`src/rtl/prot_pkg.sv`:
```
// Shared types for the access permission evaluator.
// Assumes a three-bit rights mask and a four-bit fault code.
package prot_pkg;

    localparam int PL_W     = 2;
    localparam int RIGHTS_W = 3;
    localparam int RTYPE_W  = 3;
    localparam int FAULT_W  = 4;

    localparam int RIGHT_R = 0;
    localparam int RIGHT_W = 1;
    localparam int RIGHT_X = 2;

    typedef enum logic [1:0] {
        ACC_NONE  = 2'd0,
        ACC_READ  = 2'd1,
        ACC_WRITE = 2'd2,
        ACC_EXEC  = 2'd3
    } acc_kind_e;

    typedef enum logic [FAULT_W-1:0] {
        FLT_NONE    = 4'd0,
        FLT_IMISS   = 4'd1,
        FLT_DMISS   = 4'd2,
        FLT_PID     = 4'd3,
        FLT_IPROT   = 4'd4,
        FLT_DRIGHTS = 4'd5,
        FLT_DIRTY   = 4'd6,
        FLT_BREAK   = 4'd7,
        FLT_PAGEREF = 4'd8
    } fault_e;

    // Rights bit requested by an access kind; empty for ACC_NONE.
    function automatic logic [RIGHTS_W-1:0] kind_mask(acc_kind_e k);
        logic [RIGHTS_W-1:0] m;
        m = '0;
        case (k)
            ACC_READ:  m[RIGHT_R] = 1'b1;
            ACC_WRITE: m[RIGHT_W] = 1'b1;
            ACC_EXEC:  m[RIGHT_X] = 1'b1;
            default:   m = '0;
        endcase
        return m;
    endfunction

endpackage

```
`src/rtl/prot_rights_base.sv`:
```
// Base rights from privilege bounds and the entry's rights type.
// Assumes lower privilege numbers mean more privilege.
module prot_rights_base
    import prot_pkg::*;
(
    input  logic [PL_W-1:0]     priv,
    input  logic [PL_W-1:0]     rd_pl,
    input  logic [PL_W-1:0]     wr_pl,
    input  logic [RTYPE_W-1:0]  rtype,
    output logic [RIGHTS_W-1:0] rights
);

    logic can_r, can_w, can_x;

    // Privilege-bound tests for each right.
    always_comb begin
        can_r = (priv <= rd_pl);
        can_w = (priv <= wr_pl);
        can_x = (wr_pl <= priv) && (priv <= rd_pl);
    end

    // Rights type selects which tested rights are offered.
    always_comb begin
        rights = '0;
        case (rtype)
            3'd0: rights[RIGHT_R] = can_r;
            3'd1: begin
                rights[RIGHT_R] = can_r;
                rights[RIGHT_W] = can_w;
            end
            3'd2: begin
                rights[RIGHT_R] = can_r;
                rights[RIGHT_X] = can_x;
            end
            3'd3: begin
                rights[RIGHT_R] = can_r;
                rights[RIGHT_W] = can_w;
                rights[RIGHT_X] = can_x;
            end
            default: rights[RIGHT_X] = can_x;
        endcase
    end

endmodule

```
`src/rtl/prot_pid_match.sv`:
```
// Compares the entry's identifier key against every protection-ID register.
// Assumes PID_W > AID_W; the key is aid*2+1 zero-extended to PID_W bits.
module prot_pid_match #(
    parameter int AID_W   = 15,
    parameter int PID_W   = 16,
    parameter int NUM_PID = 4
) (
    input  logic                     chk_en,
    input  logic [AID_W-1:0]         aid,
    input  logic [NUM_PID*PID_W-1:0] pid_regs,
    output logic                     hit
);

    logic [PID_W-1:0]   key;
    logic [NUM_PID-1:0] eq;

    // Build the comparison key from the access identifier.
    always_comb begin
        key = '0;
        key[AID_W:0] = {aid, 1'b1};
    end

    // One comparator per protection-ID register.
    for (genvar k = 0; k < NUM_PID; k++) begin : g_cmp
        assign eq[k] = (pid_regs[k*PID_W +: PID_W] == key);
    end

    // A zero identifier marks a public page: never matches.
    assign hit = chk_en && (aid != '0) && (|eq);

endmodule

```
`src/rtl/prot_fault_chain.sv`:
```
// Ordered fault evaluation: bypass, miss, identifier, probe, rights,
// then dirty, break and trap with later codes replacing earlier ones.
module prot_fault_chain
    import prot_pkg::*;
(
    input  logic                xlate_en,
    input  logic                ent_valid,
    input  acc_kind_e           kind,
    input  logic [RIGHTS_W-1:0] base_rights,
    input  logic                pid_hit,
    input  logic                brk,
    input  logic                dirty,
    input  logic                trap,
    output logic [RIGHTS_W-1:0] rights,
    output fault_e              fault
);

    logic is_exec, is_write;
    assign is_exec  = (kind == ACC_EXEC);
    assign is_write = (kind == ACC_WRITE);

    // Walk the checks in order, stopping early where a step is final.
    always_comb begin
        rights = base_rights;
        fault  = FLT_NONE;
        if (!xlate_en) begin
            rights = '1;
        end else if (!ent_valid) begin
            rights = '0;
            fault  = is_exec ? FLT_IMISS : FLT_DMISS;
        end else begin
            if (pid_hit) begin
                rights[RIGHT_W] = 1'b0;
            end
            if (pid_hit && is_write) begin
                fault = FLT_PID;
            end else if (kind == ACC_NONE) begin
                fault = FLT_NONE;
            end else if ((rights & kind_mask(kind)) == '0) begin
                fault = is_exec ? FLT_IPROT : FLT_DRIGHTS;
            end else begin
                if (!dirty) begin
                    rights[RIGHT_W] = 1'b0;
                    if (is_write) fault = FLT_DIRTY;
                end
                if (brk) begin
                    rights[RIGHT_W] = 1'b0;
                    if (is_write) fault = FLT_BREAK;
                end
                if (trap) begin
                    rights[RIGHT_R] = 1'b0;
                    rights[RIGHT_W] = 1'b0;
                    if (!is_exec) fault = FLT_PAGEREF;
                end
            end
        end
    end

endmodule

```
`src/rtl/prot_check_unit.sv`:
```
// Top of the access permission evaluator: combinational evaluation of one
// access, registered with a one-cycle result strobe.
// Assumes all inputs are stable at the edge that samples req_valid.
module prot_check_unit
    import prot_pkg::*;
#(
    parameter int AID_W   = 15,
    parameter int PID_W   = 16,
    parameter int NUM_PID = 4
) (
    input  logic                     clk,
    input  logic                     rst_n,
    input  logic                     req_valid,
    input  logic [1:0]               acc_kind,
    input  logic [1:0]               priv,
    input  logic                     xlate_en,
    input  logic                     pid_chk_en,
    input  logic [NUM_PID*PID_W-1:0] pid_regs,
    input  logic                     ent_valid,
    input  logic [AID_W-1:0]         ent_aid,
    input  logic [1:0]               ent_rd_pl,
    input  logic [1:0]               ent_wr_pl,
    input  logic [2:0]               ent_rtype,
    input  logic                     ent_brk,
    input  logic                     ent_dirty,
    input  logic                     ent_trap,
    output logic                     res_valid,
    output logic [2:0]               res_rights,
    output logic [3:0]               res_fault
);

    acc_kind_e           kind;
    logic [RIGHTS_W-1:0] base_rights;
    logic                pid_hit;
    logic [RIGHTS_W-1:0] nxt_rights;
    fault_e              nxt_fault;

    assign kind = acc_kind_e'(acc_kind);

    prot_rights_base u_base (
        .priv   (priv),
        .rd_pl  (ent_rd_pl),
        .wr_pl  (ent_wr_pl),
        .rtype  (ent_rtype),
        .rights (base_rights)
    );

    prot_pid_match #(
        .AID_W   (AID_W),
        .PID_W   (PID_W),
        .NUM_PID (NUM_PID)
    ) u_pid (
        .chk_en   (pid_chk_en),
        .aid      (ent_aid),
        .pid_regs (pid_regs),
        .hit      (pid_hit)
    );

    prot_fault_chain u_chain (
        .xlate_en    (xlate_en),
        .ent_valid   (ent_valid),
        .kind        (kind),
        .base_rights (base_rights),
        .pid_hit     (pid_hit),
        .brk         (ent_brk),
        .dirty       (ent_dirty),
        .trap        (ent_trap),
        .rights      (nxt_rights),
        .fault       (nxt_fault)
    );

    // Result strobe follows the request by one cycle.
    always_ff @(posedge clk) begin
        if (!rst_n) res_valid <= 1'b0;
        else        res_valid <= req_valid;
    end

    // Capture the evaluation on a request, hold otherwise.
    always_ff @(posedge clk) begin
        if (!rst_n) begin
            res_rights <= '0;
            res_fault  <= '0;
        end else if (req_valid) begin
            res_rights <= nxt_rights;
            res_fault  <= nxt_fault;
        end
    end


    xlate_off_full_chk: assert property (@(posedge clk) disable iff (!rst_n)
        req_valid && !xlate_en |=> res_rights == 3'b111 && res_fault == FLT_NONE);


    miss_empty_chk: assert property (@(posedge clk) disable iff (!rst_n)
        req_valid && xlate_en && !ent_valid |=> res_rights == 3'b000 &&
        (res_fault == FLT_IMISS || res_fault == FLT_DMISS));


    pid_fault_nowrite_chk: assert property (@(posedge clk) disable iff (!rst_n)
        res_valid && res_fault == FLT_PID |-> !res_rights[RIGHT_W]);


    pageref_exec_only_chk: assert property (@(posedge clk) disable iff (!rst_n)
        res_valid && res_fault == FLT_PAGEREF |-> !res_rights[RIGHT_R] && !res_rights[RIGHT_W]);


    probe_nofault_chk: assert property (@(posedge clk) disable iff (!rst_n)
        req_valid && xlate_en && ent_valid && acc_kind == 2'd0 |=> res_fault == FLT_NONE);


    strobe_chk: assert property (@(posedge clk) disable iff (!rst_n)
        req_valid |=> res_valid);


    idle_hold_chk: assert property (@(posedge clk) disable iff (!rst_n)
        !req_valid |=> !res_valid && $stable(res_rights) && $stable(res_fault));

endmodule

```
`config.mk`:
```
export PLATFORM = sky130hd
export DESIGN_NAME = prot_check_unit
export DESIGN_NICKNAME = d
export VERILOG_FILES = /design/src/rtl/prot_pkg.sv /design/src/rtl/prot_rights_base.sv /design/src/rtl/prot_pid_match.sv /design/src/rtl/prot_fault_chain.sv /design/src/rtl/prot_check_unit.sv
export SDC_FILE = /design/constraint.sdc
export NUM_CORES = 1
export LEC_CHECK = 0
export BUFFER_PORTS_ARGS = -buffer_cell sky130_fd_sc_hd__buf_2
export CAP_MARGIN = 20
export CORE_MARGIN = 2
export CORE_UTILIZATION = 42
export CTS_BUF_LIST = sky130_fd_sc_hd__clkbuf_16
export CTS_CLUSTER_SIZE = 25
export DETAILED_ROUTE_END_ITERATION = 8
export GPL_ROUTABILITY_DRIVEN = 0
export PLACE_DENSITY = 0.93
export SYNTH_ARGS = -nofsm -noshare
export SYNTH_HDL_FRONTEND = slang
export SYNTH_HIERARCHICAL = 1
export SYNTH_SLANG_ARGS = --single-unit
```
`constraint.sdc`:
```
create_clock -name clk -period 2.8 [get_ports clk]
set_clock_uncertainty 0.15 [all_clocks]
set_input_delay 0.28 -clock clk [delete_from_list [all_inputs] [get_ports clk]]
set_output_delay 0.28 -clock clk [all_outputs]
set_load 0.05 [all_outputs]
```
# After elaboration in Yosys (flattened, before gate mapping)
# Cells that the tools add are included.
[classes]
n_mul = 0
add_sub_neg = 0
eq_ne = 10
bitwise = 1
shifts = 0
mux = 43
n_reduce_logical = 12
div_mod_pow = 0
magnitude_cmp = 3
[op_table]
columns = ["operator", "n"]
rows = [
  ["16-bit equality test", 4],
  ["4-bit 2-to-1 mux", 10],
  ["1-bit 2-to-1 mux", 25],
  ["15-bit nonzero test", 1],
  ["2-bit 2-to-1 mux", 6],
  ["4-bit OR reduction", 2],
  ["3-bit by 2-bit equality test with 1-bit output, second input constant", 2],
  ["2-bit less-or-equal comparator", 3],
  ["3-bit zero test", 2],
  ["3-bit 2-to-1 mux", 2],
  ["2-bit equality test, second input constant", 2],
  ["1-bit logical AND", 4],
  ["2-bit OR reduction", 2],
  ["3-bit bitwise AND", 1],
  ["3-bit by 1-bit equality test with 1-bit output, second input constant", 1],
  ["2-bit by 1-bit equality test with 1-bit output, second input constant", 1],
  ["2-bit zero test", 1],
]
[word_totals]
latchBits = 0
out_inout_bits = 8
mem_count = 0
inputBits = 99
mem_bits_rw = 0
ff_bits = 8
romBits = 0
word_cells = 72

# Logic depth before layout (Yosys ltp)
# Gate-level depths: netlist of the first run.
[logic_depth]
ltp_word = 14
mapped_depth = 10
ltp_nobuf = 10

# By module
# The synthesis of the first run kept the hierarchy.
[modules_own_cells]
columns = ["module", "seq_area_each_um2", "area_each_um2", "instances", "cells_per_inst"]
rows = [
  ["prot_pid_match", 0.0, 867.1, 1, 102],
  ["prot_check_unit", 160.2, 292.8, 1, 24],
  ["prot_fault_chain", 0.0, 212.7, 1, 33],
  ["prot_rights_base", 0.0, 138.9, 1, 18],
]

# Worst setup path after synthesis of the first run
# Ideal clock, no wire load.
[synth_timing]
path_kind = "input to register"
startpoint = "input port ent_aid[13]"
endpoint = "register res_fault[2]"
setup_ps = 66
t_required_ps = 2584
slack_ps = 433
stages = 10
t_arrival_ps = 2152
path_buffers = 1
cell_sequence = "clkbuf_1 xnor2_1 nand4_1 or4_1 a41oi_2 nand4bb_1 o21ba_1 a211oi_1 mux2i_1 nor2b_1"
[synth_between]
elab_chain_cells = 13
word_cells_on_any_way = 19
classes_between = "eq/ne (4); mux (8); bitwise (1); reduce/logical (6)"
[synth_rtl]
columns = ["item", "line_no", "text"]
rows = [
  ["from (decl)", "prot_check_unit.sv:20", "input logic [AID_W-1:0] ent_aid,"],
  ["16-bit equality test or 15-bit nonzero test (tied branches)", "prot_pid_match.sv:25, prot_pid_match.sv:29", ""],
  ["4-bit OR reduction or 1-bit logical AND (tied branches)", "prot_pid_match.sv:29", "assign hit = chk_en && (aid != '0) && (|eq);"],
  ["1-bit logical AND (*)", "prot_pid_match.sv:29", ""],
  ["via pid_hit", "prot_check_unit.sv:34", "logic pid_hit;"],
  ["1-bit 2-to-1 mux", "prot_fault_chain.sv:32", "if (pid_hit) begin"],
  ["1-bit 2-to-1 mux", "prot_fault_chain.sv:28", "end else if (!ent_valid) begin"],
  ["1-bit 2-to-1 mux", "prot_fault_chain.sv:26", "if (!xlate_en) begin"],
  ["3-bit bitwise AND", "prot_fault_chain.sv:39", "end else if ((rights & kind_mask(kind)) == '0) begin"],
  ["3-bit zero test", "prot_fault_chain.sv:39", ""],
  ["4-bit 2-to-1 mux", "prot_fault_chain.sv:39", ""],
  ["4-bit 2-to-1 mux", "prot_fault_chain.sv:37", "end else if (kind == ACC_NONE) begin"],
  ["4-bit 2-to-1 mux (*)", "prot_fault_chain.sv:35", "if (pid_hit && is_write) begin"],
  ["4-bit 2-to-1 mux (*)", "prot_fault_chain.sv:28", ""],
  ["4-bit 2-to-1 mux (*)", "prot_fault_chain.sv:26", ""],
  ["via nxt_fault[2]", "prot_check_unit.sv:36", "fault_e nxt_fault;"],
  ["to (signal assigned)", "prot_check_unit.sv:85", "res_fault <= nxt_fault;"],
  ["to (decl)", "prot_check_unit.sv:29", "output logic [3:0] res_fault"],
]
# Mark *: on every way through the listed nets, which the timed path passes. The rest lies on a longest branch. The select of a mux whose other input is x is not followed.
# A chain may end at the register's enable or synchronous reset.

# Final worst setup path of the first run
[layout_timing]
startpoint = "input port ent_aid[5]"
endpoint = "register res_fault[2]"
# The elaborated chain is that of the path after synthesis.

==> impl_metrics.env, run 1 <==
export IMPL_status="finished clean"
export IMPL_synth_warnings=6
export IMPL_start_util=0.446
export IMPL_routedWlPerCell_um=13.5
export IMPL_met3_usage=0.0123
export IMPL_routed_wl_um=4240
export IMPL_cp_start_kind="input pin"
export IMPL_busiest_layer="met2"
export IMPL_rsz0062_at_grt="no"
export IMPL_setup_viol=0
export IMPL_power_density_mw_per_mm2=317
export IMPL_synth_top_area_cell="xnor2_1"
export IMPL_tightest_slew_ns=0.311
export IMPL_viasPerCell=4.99
export IMPL_cts_tree="built"
export IMPL_htreeDepth=1
export IMPL_synth_cell_type_count=40
export IMPL_cts_sinks=8
export IMPL_netlist_top_cells_area="xnor2_1 32%, dfxtp_1 11%, nand4_1 7.0%"
export IMPL_slowest_delay_ns=0.53
export IMPL_slowest_stage="or4_1"
export IMPL_cts_max_path_buffers=2
export IMPL_fin_util=0.598
export IMPL_grt_usage=0.208
export IMPL_multi_input_area_mm2=0.00118
export IMPL_syn_inst=177
export IMPL_ir_drop_uv=277
export IMPL_syn_nets=280
export IMPL_synth_ff_type="dfxtp_1"
export IMPL_syn_area_mm2=0.00151
export IMPL_timing_critical_path_cells="buf_2 > xnor2_1 > nand4_1 > or4_1 > a41oi_2 > nand4bb_1 > o21ba_1 > a211oi_1 > mux2i_1 > nor2b_1"
export IMPL_synth_xor_area_share=0.368
export IMPL_rows=21
export IMPL_first_pass_iters=4
export IMPL_vias=1573
export IMPL_post_route_period_util=0.852
export IMPL_yosysTopAreaCellShare=0.325
export IMPL_root_buffer="clkbuf_16"
export IMPL_max_slew_margin=0.791
export IMPL_gr_total_overflow=0
export IMPL_slew_violations=0
export IMPL_fillers=307
export IMPL_use_met2=0.380
export IMPL_worstPathBufferInverterCount=1
export IMPL_insertion_delay_ns=0.23
export IMPL_grt_util_met1=0.257
export IMPL_die_y_um=64.0
export IMPL_r2r_slack_ns=2.04
export IMPL_crit_fanout=5
export IMPL_ctsHoldBuffers=0
export IMPL_period_minus_slack_ns=2.39
export IMPL_synth_top_family_by_area="XOR/XNOR gates"
export IMPL_dpl_cell_area_mm2=0.00195
export IMPL_p_total_uw=644
export IMPL_grt_max_degree=9
export IMPL_postSynthAreaPerCell_um2=8.54
export IMPL_dpl_hpwl_um=3700
export IMPL_regArea_um2=160
export IMPL_cts_resized_gates=0
export IMPL_coreArea_mm2=0.00339
export IMPL_worst_slack_ns=0.414
export IMPL_critical_path_top_delay_family="simple AND/OR/NAND/NOR gates"
export IMPL_setup_worst_path_class="in2reg"
export IMPL_cts_made_buffers=3
export IMPL_tns_ns=0
export IMPL_yosys_area_share_simple=0.245
export IMPL_max_freq_ghz=0.419
export IMPL_drc=0
export IMPL_synth_adder_area_share=0.0331
export IMPL_p_leak_nw=0.907
export IMPL_synth_compound_area_frac=0.0828
export IMPL_nets=374
export IMPL_antenna_found_initial=0
export IMPL_fin_area_mm2=0.00203
export IMPL_postCtsSetupBuffers=0
export IMPL_drtIter0Drc=58
export IMPL_hold_viol_final=0
export IMPL_cp_arrival_ns=2.40
export IMPL_drive_gt1_frac=0.442
export IMPL_io_pin_count=107
export IMPL_synth_seq_cells=8
export IMPL_cp_end_kind="flop"
export IMPL_synthMuxAreaShare=0.0538
export IMPL_async_reset_ff_frac=0
export IMPL_numPortBuffers=106
export IMPL_synth_edf_count=0
export IMPL_grt_pass1_wl_um=6840
export IMPL_worstPathRequired_ns=2.81
export IMPL_final_antenna_net_count=0
export IMPL_die_area_mm2=0.00409
export IMPL_clkSlewWorstSetupHoldPaths_ns=0.04
export IMPL_antennaDiodeCount=0
export IMPL_hold_class="in2reg"
export IMPL_areaGrowthSynthToFinish_pct=34.2
export IMPL_die_w_um=64.0
export IMPL_grt_pass1_vias=1534
export IMPL_synth_seq_area_share=0.106
export IMPL_maxCapViolations=0
export IMPL_dp_slack_ns=0.207
## worst paths after layout
path                            cells past startpoint       endpoint     startpoint
worst max-delay path                               10   res_fault[2]     ent_aid[5]
worst min-delay path                                2  res_rights[0]          rst_n
worst max register to register                      2   res_fault[1]   res_fault[1]
worst min register to register                      2  res_rights[2]  res_rights[2]
## logic make-up (layout without fill, tap and decap cells)
group,Yosys count,in the layout
AOI/OAI and AO/OA,15,15
DFF,8,8
xor gates and xnor gates,60,60
and+or+nand+nor,59,59
muxes,8,8
adders and majority gates,4,4
buffers and inverters,23,115
## layout by cell type, fill, tap and decap left out, types with 2 or more instances in the layout
| cell type | instances |
|---|---|
| a21oi_1 | 2 |
| ha_1 | 4 |
| inv_1 | 6 |
| mux2i_1 | 7 |
| xnor2_2 | 4 |
| nand3b_1 | 2 |
| nor4_1 | 3 |
| a31oi_1 | 2 |
| dfxtp_1 | 8 |
| nand2b_1 | 3 |
| nor3b_1 | 2 |
| nand4_1 | 17 |
| nor2_1 | 3 |
| buf_2 | 106 |
| nand3_1 | 2 |
| xnor2_1 | 56 |
| nand2_1 | 6 |
| or4_1 | 4 |
| nor2b_1 | 10 |
| clkbuf_16 | 3 |
| o21ai_0 | 2 |
## synthesized netlist by cell type, drive strengths merged, types with 3 or more instances
cell type / number
xnor2: 60
nand4: 17
buf: 15
nor2b: 10
dfxtp: 8
mux2i: 7
inv: 6
nand2: 6
ha: 4
or4: 4
nand2b: 3
nor2: 3
nor4: 3
## metrics by stage
stage	hold slack, ns	instances
2_1_floorplan	0.258	177
3_3_place_gp	0.343	312
3_5_place_dp	0.355	312
4_1_cts	0.200	315
5_1_grt	0.227	315
6_report	0.200	315
## metal layers
metal / part of all wire / vias up
li1: - / 797
met1: 0.41 / 704
met2: 0.51 / 64
met3: 0.063 / 8
met4: 0.015 / 0
met5: 0 / -
## registers in the layout, summed over array words and instances, names as in the netlist
register / flops
res_fault: 4
res_rights: 3
res_valid: 1
## worst register-to-register path: stages (launching register included)
cell	delay, ns
dfxtp_1	0.30
mux2i_1	0.14
nor2b_1	0.06
## layout make-up
class / instances / share of cell area
repair buffers: 106 / 0.262
multi-input cells: 146 / 0.583
well taps: 46 / 0.0284
inverters: 6 / 0.0111
clock buffers: 3 / 0.0370
flip-flops and latches: 8 / 0.0790
## power by group
| group | switching (mW) | leakage (nW) | total [mW] | internal, mW |
|---|---|---|---|---|
| clock network | 0.0504 | 0.0370 | 0.234 | 0.184 |
| registers | 0.00232 | 0.0656 | 0.122 | 0.120 |
| logic | 0.140 | 0.804 | 0.287 | 0.148 |
| total | 0.192 | 0.907 | 0.644 | 0.451 |
(Power assumes the default switching activity.)
==> inputs of run 2 (changes only) <==
--- a/config.mk
+++ b/config.mk
@@ -7,7 +7,7 @@
 export LEC_CHECK = 0
 export BUFFER_PORTS_ARGS = -buffer_cell sky130_fd_sc_hd__buf_2
 export CAP_MARGIN = 20
-export CORE_MARGIN = 2
+export CORE_MARGIN = 4
 export CORE_UTILIZATION = 42
 export CTS_BUF_LIST = sky130_fd_sc_hd__clkbuf_16
 export CTS_CLUSTER_SIZE = 25
==> constraint.sdc (replaced) <==
create_clock -name clk -period 2.38 [get_ports clk]
set_clock_uncertainty 0.15 [all_clocks]
set_input_delay 0.238 -clock clk [delete_from_list [all_inputs] [get_ports clk]]
set_output_delay 0.238 -clock clk [all_outputs]
set_load 0.05 [all_outputs]
==> run 2 against run 1 <==
  * Non-clock buffer count is 6 higher
  * Core utilization is 3.5 points higher
  * Clock power is 17% higher
  * First-iteration DRC count is 14% lower
  * Die area is 13% higher
  * Flip-flop and latch count stayed put
  * Critical path depth stayed put
  * Total power is 21% higher
  * Worst setup slack worse by 0.35 ns
  * Critical path type unchanged
  * Critical endpoint unchanged
==> impl_metrics.env, run 2 (synthesis results as in run 1) <==
export IMPL_reg2reg_depth=2
export IMPL_slew_violations=0
export IMPL_dp_cells=318
export IMPL_r2r_slack_ns=1.61
export IMPL_antenna_found_initial=0
export IMPL_maxCapViolations=0
export IMPL_worst_slack_ns=0.0675
export IMPL_worstPathRequired_ns=2.39
export IMPL_clkSlewWorstSetupHoldPaths_ns=0.03
export IMPL_grt_pass1_vias=1641
export IMPL_max_slew_margin=0.700
export IMPL_drc=0
export IMPL_dpl_hpwl_um=4160
export IMPL_p_switching_uw=236
export IMPL_cp_end_kind="flop"
export IMPL_routedWlPerCell_um=15.2
export IMPL_post_route_period_util=0.972
export IMPL_power_frac_comb=0.464
export IMPL_insertion_delay_ns=0.23
export IMPL_pwr_share_seq=0.185
export IMPL_vias=1662
export IMPL_most_common_layout_cells="105 x buf_2, 52 x xnor2_1, 17 x nand4_1"
export IMPL_io_pin_count=107
export IMPL_coreArea_mm2=0.00342
export IMPL_largest_reg_flops=4
export IMPL_start_util=0.442
export IMPL_crit_fanout=5
export IMPL_die_y_um=68.0
export IMPL_period_minus_slack_ns=2.31
export IMPL_final_antenna_net_count=0
export IMPL_fillers=305
export IMPL_cp_start_kind="input pin"
export IMPL_nets=380
export IMPL_cts_sinks=8
export IMPL_gr_total_overflow=0
export IMPL_hold_viol_final=0
export IMPL_fin_util=0.633
export IMPL_p_int_uw=545
export IMPL_drtIter0Drc=50
export IMPL_swShare=0.302
export IMPL_p_leak_nw=0.972
export IMPL_crit_end="res_fault[2]"
export IMPL_cts_made_buffers=3
export IMPL_reg2reg_from="res_rights[2]"
export IMPL_routed_wl_um=4870
export IMPL_areaGrowthSynthToFinish_pct=43.0
export IMPL_slowest_delay_ns=0.56
export IMPL_hold_class="in2reg"
export IMPL_cp_num_cells=10
export IMPL_die_w_um=68.0
export IMPL_status="finished clean"
export IMPL_setup_worst_path_class="in2reg"
export IMPL_p_clk_frac=0.351
export IMPL_mostFrequentLayoutCell="buf_2"
export IMPL_slowest_stage="or4_4"
export IMPL_antennaDiodeCount=0
export IMPL_root_buffer="clkbuf_16"
export IMPL_critical_path_top_delay_family="simple AND/OR/NAND/NOR gates"
export IMPL_ir_drop_uv=315
export IMPL_grt_usage=0.206
export IMPL_biggestRegsByFlops="res_fault (4), res_rights (3), res_valid (1)"
export IMPL_htreeDepth=1
export IMPL_reg2reg_to="res_rights[2]"
export IMPL_cts_tree="built"
export IMPL_crit_start="ent_aid[5]"
export IMPL_grt_max_degree=9
export IMPL_holdWs_ns=0.157
export IMPL_rows=21
export IMPL_dp_slack_ns=-0.242
export IMPL_tightest_slew_ns=0.450
export IMPL_worstPathBufferInverterCount=1
export IMPL_first_pass_iters=4
export IMPL_drive_gt1_frac=0.487
export IMPL_die_area_mm2=0.00462
export IMPL_grt_pass1_wl_um=7220
export IMPL_timing_critical_path_cells="buf_2 > xnor2_2 > nand4_1 > or4_4 > a41oi_4 > nand4bb_4 > o21ba_1 > a211oi_2 > mux2i_1 > nor2b_1"
export IMPL_cp_arrival_ns=2.32
export IMPL_max_freq_ghz=0.432
export IMPL_setup_viol=0
export IMPL_power_density_mw_per_mm2=361
export IMPL_rsz0062_at_grt="yes"
export IMPL_regMostFlops="res_fault"
export IMPL_numPortBuffers=106
export IMPL_cts_max_path_buffers=2
export IMPL_viasPerCell=5.18
export IMPL_stdcell_count=321
==> run 2: changes by cell type in the layout (fill, tap and decap cells not counted), sizes merged <==
cell	before	now
buf	106	111
clkbuf	3	4
==> run 2: layer usage <==
metal  GRT usage  routed length [µm]  up-vias
met5           0                   0        -
met4      0.0596                  74        0
met3      0.0230                 404       12
met2       0.383                2500       91
met1       0.245                1890      751
li1            -                   -      808
==> run 2: worst reg2reg max path: stages, from the launching register on <==
cell and delay, ns:
dfxtp_1 0.33, mux2i_1 0.07, nor2b_1 0.14
==> run 2: power by group through the flow <==
stage	combinational, mW	clock, mW	sequential [mW]
after global routing	0.392	0.286	0.145
after detailed placement	0.348	0	0.147
after CTS	0.351	0.276	0.145
after floorplan	0.205	0	0.168
after global placement	0.338	0	0.146
final	0.362	0.274	0.145
==> run 2: metrics by stage <==
step           setup TNS [ns]  cell area, µm²  power (mW)
2_1_floorplan               0            1510       0.374
3_3_place_gp           -0.773            2010       0.484
3_5_place_dp           -0.918            2010       0.494
4_1_cts                     0            2100       0.772
5_1_grt               -0.0234            2160       0.823
6_report                    0            2160       0.781
==> run 2: worst min path at each step <==
stage                             start       endpoint  slack, ns  cells past startpoint
after global placement    res_rights[2]  res_rights[2]       0.34                      2
after global routing              rst_n      res_valid       0.18                      2
after floorplan                   rst_n   res_fault[0]       0.22                      1
final                             rst_n   res_fault[1]       0.16                      2
after detailed placement   res_fault[0]   res_fault[0]       0.36                      2
after CTS                         rst_n   res_fault[1]       0.17                      2
==> run 2: area by class of cell <==
class	instances	area, µm²	share of cell area
Sequential cell	8	160	0.0741
Multi-Input combinational cell	146	1260	0.581
Tap cell	46	57.6	0.0266
Timing Repair Buffer	112	591	0.273
Clock buffer	3	75.1	0.0347
Inverter	6	22.5	0.0104
==> run 2: what timing repair did <==
item	CTS	global route
buffers inserted	0	0
hold buffers	0	0
resized for setup	1	11
pin swaps	1	5
setup endpoints to repair	1	4
endpoints found under the hold margin	0	0
